[src/rtl/sysctl_unit_pkg.sv]
package sysctl_unit_pkg;

  typedef enum logic {
    MAP_LEGACY  = 1'b0,
    MAP_COMPACT = 1'b1
  } map_e;

  typedef enum logic [2:0] {
    SEL_NONE = 3'd0,
    SEL_RSVD = 3'd1,
    SEL_WAIT = 3'd2,
    SEL_NMI  = 3'd3,
    SEL_WIC  = 3'd4,
    SEL_EW   = 3'd5
  } sel_e;

  localparam logic [11:0] OFF_SLOT0 = 12'h118;
  localparam logic [11:0] OFF_SLOT1 = 12'h11C;
  localparam logic [11:0] OFF_SLOT2 = 12'h120;
  localparam logic [11:0] OFF_SLOT3 = 12'h124;

  function automatic int active_cpus(map_e m);
    return (m == MAP_LEGACY) ? 2 : 1;
  endfunction

endpackage

[src/rtl/sysctl_decode.sv]
module sysctl_decode
  import sysctl_unit_pkg::*;
#(
  parameter map_e MAP    = MAP_LEGACY,
  parameter int   ADDR_W = 12
) (
  input  logic [ADDR_W-1:0] addr_i,
  output sel_e              sel_o,
  output logic              hit_o
);

  localparam logic [ADDR_W-1:0] A0 = ADDR_W'(OFF_SLOT0);
  localparam logic [ADDR_W-1:0] A1 = ADDR_W'(OFF_SLOT1);
  localparam logic [ADDR_W-1:0] A2 = ADDR_W'(OFF_SLOT2);
  localparam logic [ADDR_W-1:0] A3 = ADDR_W'(OFF_SLOT3);

  generate
    if (MAP == MAP_LEGACY) begin : g_legacy
      always_comb begin
        unique case (addr_i)
          A0:      sel_o = SEL_WAIT;
          A1:      sel_o = SEL_NMI;
          A2:      sel_o = SEL_WIC;
          A3:      sel_o = SEL_EW;
          default: sel_o = SEL_NONE;
        endcase
      end
    end else begin : g_compact
      // low slots vacated, wait/nmi moved up
      always_comb begin
        unique case (addr_i)
          A0, A1:  sel_o = SEL_RSVD;
          A2:      sel_o = SEL_WAIT;
          A3:      sel_o = SEL_NMI;
          default: sel_o = SEL_NONE;
        endcase
      end
    end
  endgenerate

  assign hit_o = (sel_o != SEL_NONE) && (sel_o != SEL_RSVD);

endmodule

[src/rtl/sysctl_store.sv]
module sysctl_store
  import sysctl_unit_pkg::*;
#(
  parameter map_e MAP    = MAP_LEGACY,
  parameter int   DATA_W = 32,
  parameter int   N_CPU  = 2
) (
  input  logic              clk_i,
  input  logic              rst_ni,
  input  logic              wr_i,
  input  sel_e              sel_i,
  input  logic [DATA_W-1:0] wdata_i,
  output logic [DATA_W-1:0] rd_o,
  output logic [DATA_W-1:0] wait_o
);

  localparam int              ACTIVE   = active_cpus(MAP);
  localparam logic [DATA_W-1:0] WAIT_RST = DATA_W'((1 << ACTIVE) - 1);

  logic [DATA_W-1:0] wait_q, nmi_q, wic_q, ew_q;

  always_ff @(posedge clk_i or negedge rst_ni) begin
    if (!rst_ni)                         wait_q <= WAIT_RST;
    else if (wr_i && sel_i == SEL_WAIT)  wait_q <= wdata_i;
  end

  always_ff @(posedge clk_i or negedge rst_ni) begin
    if (!rst_ni)                         nmi_q <= '0;
    else if (wr_i && sel_i == SEL_NMI)   nmi_q <= wdata_i;
  end

  generate
    if (MAP == MAP_LEGACY) begin : g_wake
      always_ff @(posedge clk_i or negedge rst_ni) begin
        if (!rst_ni)                       wic_q <= '0;
        else if (wr_i && sel_i == SEL_WIC) wic_q <= wdata_i;
      end
      always_ff @(posedge clk_i or negedge rst_ni) begin
        if (!rst_ni)                       ew_q <= '0;
        else if (wr_i && sel_i == SEL_EW)  ew_q <= wdata_i;
      end
    end else begin : g_no_wake
      assign wic_q = '0;
      assign ew_q  = '0;
    end
  endgenerate

  always_comb begin
    unique case (sel_i)
      SEL_WAIT: rd_o = wait_q;
      SEL_NMI:  rd_o = nmi_q;
      SEL_WIC:  rd_o = wic_q;
      SEL_EW:   rd_o = ew_q;
      default:  rd_o = '0;
    endcase
  end

  assign wait_o = wait_q;

endmodule

[src/rtl/sysctl_release.sv]
module sysctl_release #(
  parameter int N_CPU  = 2,
  parameter int ACTIVE = 2
) (
  input  logic             clk_i,
  input  logic             rst_ni,
  input  logic             wait_wr_i,
  input  logic [N_CPU-1:0] cur_i,
  input  logic [N_CPU-1:0] nxt_i,
  output logic [N_CPU-1:0] pulse_o
);

  for (genvar g = 0; g < N_CPU; g++) begin : g_cpu
    if (g < ACTIVE) begin : g_act
      logic p_q;
      always_ff @(posedge clk_i or negedge rst_ni) begin
        if (!rst_ni) p_q <= 1'b0;
        else         p_q <= wait_wr_i & cur_i[g] & ~nxt_i[g];
      end
      assign pulse_o[g] = p_q;
    end else begin : g_idle
      assign pulse_o[g] = 1'b0;
    end
  end

endmodule

[src/rtl/sysctl_unit.sv]
module sysctl_unit
  import sysctl_unit_pkg::*;
#(
  parameter map_e MAP    = MAP_LEGACY,
  parameter int   ADDR_W = 12,
  parameter int   DATA_W = 32,
  parameter int   N_CPU  = 2
) (
  input  logic              clk_i,
  input  logic              rst_ni,
  input  logic [ADDR_W-1:0] addr_i,
  input  logic [DATA_W-1:0] wdata_i,
  input  logic              we_i,
  input  logic              re_i,
  output logic [DATA_W-1:0] rdata_o,
  output logic              err_o,
  output logic [N_CPU-1:0]  release_o
);

  localparam int ACTIVE = active_cpus(MAP);

  sel_e              sel;
  logic              hit, wr_ok, wait_wr;
  logic [DATA_W-1:0] rd_val, wait_val;

  sysctl_decode #(.MAP(MAP), .ADDR_W(ADDR_W)) u_dec (
    .addr_i (addr_i),
    .sel_o  (sel),
    .hit_o  (hit)
  );

  assign wr_ok   = we_i & hit;
  assign wait_wr = wr_ok & (sel == SEL_WAIT);

  sysctl_store #(.MAP(MAP), .DATA_W(DATA_W), .N_CPU(N_CPU)) u_store (
    .clk_i   (clk_i),
    .rst_ni  (rst_ni),
    .wr_i    (wr_ok),
    .sel_i   (sel),
    .wdata_i (wdata_i),
    .rd_o    (rd_val),
    .wait_o  (wait_val)
  );

  sysctl_release #(.N_CPU(N_CPU), .ACTIVE(ACTIVE)) u_rel (
    .clk_i     (clk_i),
    .rst_ni    (rst_ni),
    .wait_wr_i (wait_wr),
    .cur_i     (wait_val[N_CPU-1:0]),
    .nxt_i     (wdata_i[N_CPU-1:0]),
    .pulse_o   (release_o)
  );

  // registered response; read returns pre-write value
  always_ff @(posedge clk_i or negedge rst_ni) begin
    if (!rst_ni) begin
      rdata_o <= '0;
      err_o   <= 1'b0;
    end else begin
      rdata_o <= (re_i & hit) ? rd_val : '0;
      err_o   <= (we_i | re_i) & ~hit;
    end
  end

endmodule

[config.mk]
export PLATFORM = sky130hd
export DESIGN_NAME = sysctl_unit
export DESIGN_NICKNAME = d
export VERILOG_FILES = /design/src/rtl/sysctl_unit_pkg.sv /design/src/rtl/sysctl_decode.sv /design/src/rtl/sysctl_store.sv /design/src/rtl/sysctl_release.sv /design/src/rtl/sysctl_unit.sv
export SDC_FILE = /design/constraint.sdc
export NUM_CORES = 1
export LEC_CHECK = 0
export CAP_MARGIN = 15
export CORE_ASPECT_RATIO = 0.5
export CORE_MARGIN = 2
export CORE_UTILIZATION = 50
export CTS_CLUSTER_SIZE = 8
export DETAILED_ROUTE_END_ITERATION = 12
export DONT_BUFFER_PORTS = 1
export HOLD_SLACK_MARGIN = 0.12
export PLACE_DENSITY = 0.69
export SKIP_LAST_GASP = 1
export SYNTH_ARGS = -nofsm -noshare
export SYNTH_HDL_FRONTEND = slang
export SYNTH_SLANG_ARGS = --single-unit
export TNS_END_PERCENT = 30
[constraint.sdc]
create_clock -name clk_i -period 1.25 [get_ports clk_i]
set_input_delay 0.25 -clock clk_i [delete_from_list [all_inputs] [get_ports clk_i]]
set_output_delay 0.25 -clock clk_i [all_outputs]
set_load 0.05 [all_outputs]
==> impl_metrics.ini <==
[status]
status = complete, but fails checks
violations = hold timing, setup timing

[place]
placed_cell_area_mm2 = 0.007340
pre_cts_ws_ns = -1.529
dp_hpwl_um = 8689
portBuffers = 0
place_congestion = 0.7255
dpl.cell_count = 628

[global_route]
grt_overflow = 0
antenna_found_initial = 0
grt_max_degree = 164
track_usage_pct = 22.45
grt_pass1_wl_um = 24690
grt_pass1_vias = 4220

[synth]
synth.avg_cell_area_um2 = 15.58
synth_nets = 497
synth_cells = 448
ys_seq_elements = 163
ys_top_cells_by_area = dfrtp_1, mux2_2, a32oi_1
yosysTopAreaCellShare_pct = 57.74
synth-edff-count = 0
async_flop_share_pct = 100.0
synth_ff_type = dfrtp_1
synth_top_area_cell = dfrtp_1
yosysSeqAreaShare_pct = 58.49
yosysWarnings = 0
synth.distinct_cells = 26
syn_area_mm2 = 0.006978

[routing]
antenna_left = 0
drt-initial-drc-count = 299
first_pass_iters = 4
totalWireLength_um = 16020
wl_per_cell_um = 22.72
route.detailed.drc = 0
via_per_inst = 5.828
routed-via-count = 4109

[finish]
drive_gt1_share_pct = 46.39
fin_area_mm2 = 0.008636
finalNonFillerCells = 705
area_growth_pct = 23.76
nFillCells = 1007
seq_area_mm2 = 0.004081
finalNetCount = 550
num_antenna_cells = 0
multi_input_area_mm2 = 0.002848
fin_util_pct = 63.55

[power]
power_density_mw_per_mm2 = 1283
ir_drop_mv = 0.8951
power_mw = 11.08
p_leak_nw = 4.040

[clock_network]
cts_made_buffers = 17
htree_levels = 4
cts.clk_slew.worst_paths_ns = 0.06
cts.sink_count = 163
clockBufferDepth = 2
cts_hold_buffers = 34
cts_tree = done
clk_latency_ns = 0.42
clockRootBuffer = clkbuf_16

[critical_path]
r2r-start = u_store.wic_q[15]$_DFFE_PN0P_
worstPathMaxFanout = 23
worstPathRequired_ns = 1.55
worst_r2r_path_depth = 3
cp-start-kind = input pin
cp-end-kind = register
worst_ep_arrival_time_ns = 2.57
crit_type = in -> reg
rr_endpoint = rdata_o[15]$_DFF_PN0_
regToRegSetupSlack_ns = 0.10

[sta]
rsz0062_at_grt = yes
fin_hold_ws_ns = -0.4835
slew_headroom_pct = 68.74
finalCriticalPeriod_ns = 2.270
fmax_mhz = 440.5
tns_ns = -151.09
drv_slew = 0
finClkSkew_ns = 0.009273
period_share_pct = 181.6
final_hold_viol_count = 163
finalWorstSetupSlack_ns = -1.020
finalSetupViolCount = 197
worst_slew_pin_slew_ns = 0.4693

[floorplan]
die_width_um = 171.1
ioPinCount = 83
initial_core_util_pct = 51.35
die_h_um = 87.54
coreArea_mm2 = 0.01359
std_cell_rows = 30
die_area_mm2 = 0.01497

[run]
drv_cap = 0

[min_path]
hold_class = in -> async
[kinds of logic after synthesis]
group,count (synthesis),synth area share (%)
DFF,163,58.49
AOI/OAI and AO/OA,65,8.409
adders and majority gates,1,0.1793
buffers and inverters,37,3.389
muxes,160,26.36
and+or+nand+nor,22,3.174
[power by group]
part           switching, mW  internal (mW)  leakage, nW
sequential           0.00669           5.28         2.27
combinational          0.111          0.112         1.47
clock                   2.07           3.50        0.303
total                   2.19           8.89         4.04
[worst max-delay path, cell delays in order]
cell       delay [ns]
or4_4            0.56
nor2_4           0.13
nand2_1          0.06
ha_2             0.19
buf_4            0.15
or4bb_1          0.52
nor4_4           0.26
buf_12           0.24
o2bb2ai_1        0.21
[what timing repair did]
item,CTS,global route
buffers inserted,5,2
hold endpoints to repair,294,163
endpoints found under the setup margin,197,197
resized for setup,24,15
pin swaps,2,2
cloned,4,3
[how the worst max path moves through the flow]
stage          depth (start not counted)                              to       from  slack (ns)
2_1_floorplan                          9  u_store.wait_o[13]$_DFFE_PN0P_  addr_i[1]       -1.57
3_3_place_gp                           8   u_store.wait_o[6]$_DFFE_PN0P_  addr_i[9]       -1.46
3_5_place_dp                           8  u_store.wait_o[11]$_DFFE_PN0P_  addr_i[9]       -1.53
4_1_cts                               10    u_store.ew_q[27]$_DFFE_PN0P_  addr_i[1]       -0.98
5_1_grt                               10  u_store.wait_o[11]$_DFFE_PN0P_  addr_i[6]       -1.06
6_report                               9           rdata_o[15]$_DFF_PN0_  addr_i[6]       -1.02
[cells in the mapped netlist (2+ instances only)]
library cell	instances
nor4_4	4
a32oi_1	32
o2bb2ai_2	3
buf_2	3
mux2_1	8
buf_6	7
nand2_1	3
nand3b_1	2
clkbuf_1	16
dfstp_2	2
or4_1	2
and3b_1	3
mux2_2	142
dfrtp_1	161
or3b_2	2
buf_4	11
mux2_4	10
o2bb2ai_1	29
[state kept, by name, indices dropped and copies added, names as in the netlist]
name	count
rdata_o	32
u_store.ew_q	32
u_store.nmi_q	32
u_store.wait_o	32
u_store.wic_q	32
u_rel.g_cpu.g_act.p_q	2
err_o	1
[cells in the final DEF (no fill, tap or decap), types with 4 or more instances in the layout]
cell / n
a32oi_1: 32
buf_12: 9
buf_4: 19
buf_6: 4
bufinv_16: 4
clkbuf_16: 20
dfrtp_1: 161
dlygate4sd3_1: 34
mux2_1: 5
mux2_2: 106
mux2_4: 49
nor4_4: 5
o2bb2ai_1: 29
[metal layers]
metal | GRT usage [%] | wire length (um) | up-vias | share of wire (%)
li1 | - | - | 1808 | -
met1 | 31.20 | 7821 | 2189 | 49
met2 | 35.48 | 7399 | 99 | 46
met3 | 6.055 | 650 | 13 | 4.1
met4 | 5.855 | 148 | 0 | 0.92
met5 | 0 | 0 | - | 0
[cell type report]
cell class                 count  area share, %
clock buffer                  23          5.535
clock inverter                 8          1.739
sequential                   163          47.26
tap                          192          2.782
multi-input combinational    248          32.98
timing repair buffer          71          9.707
No activity file was read; power rests on OpenSTA's default activity.
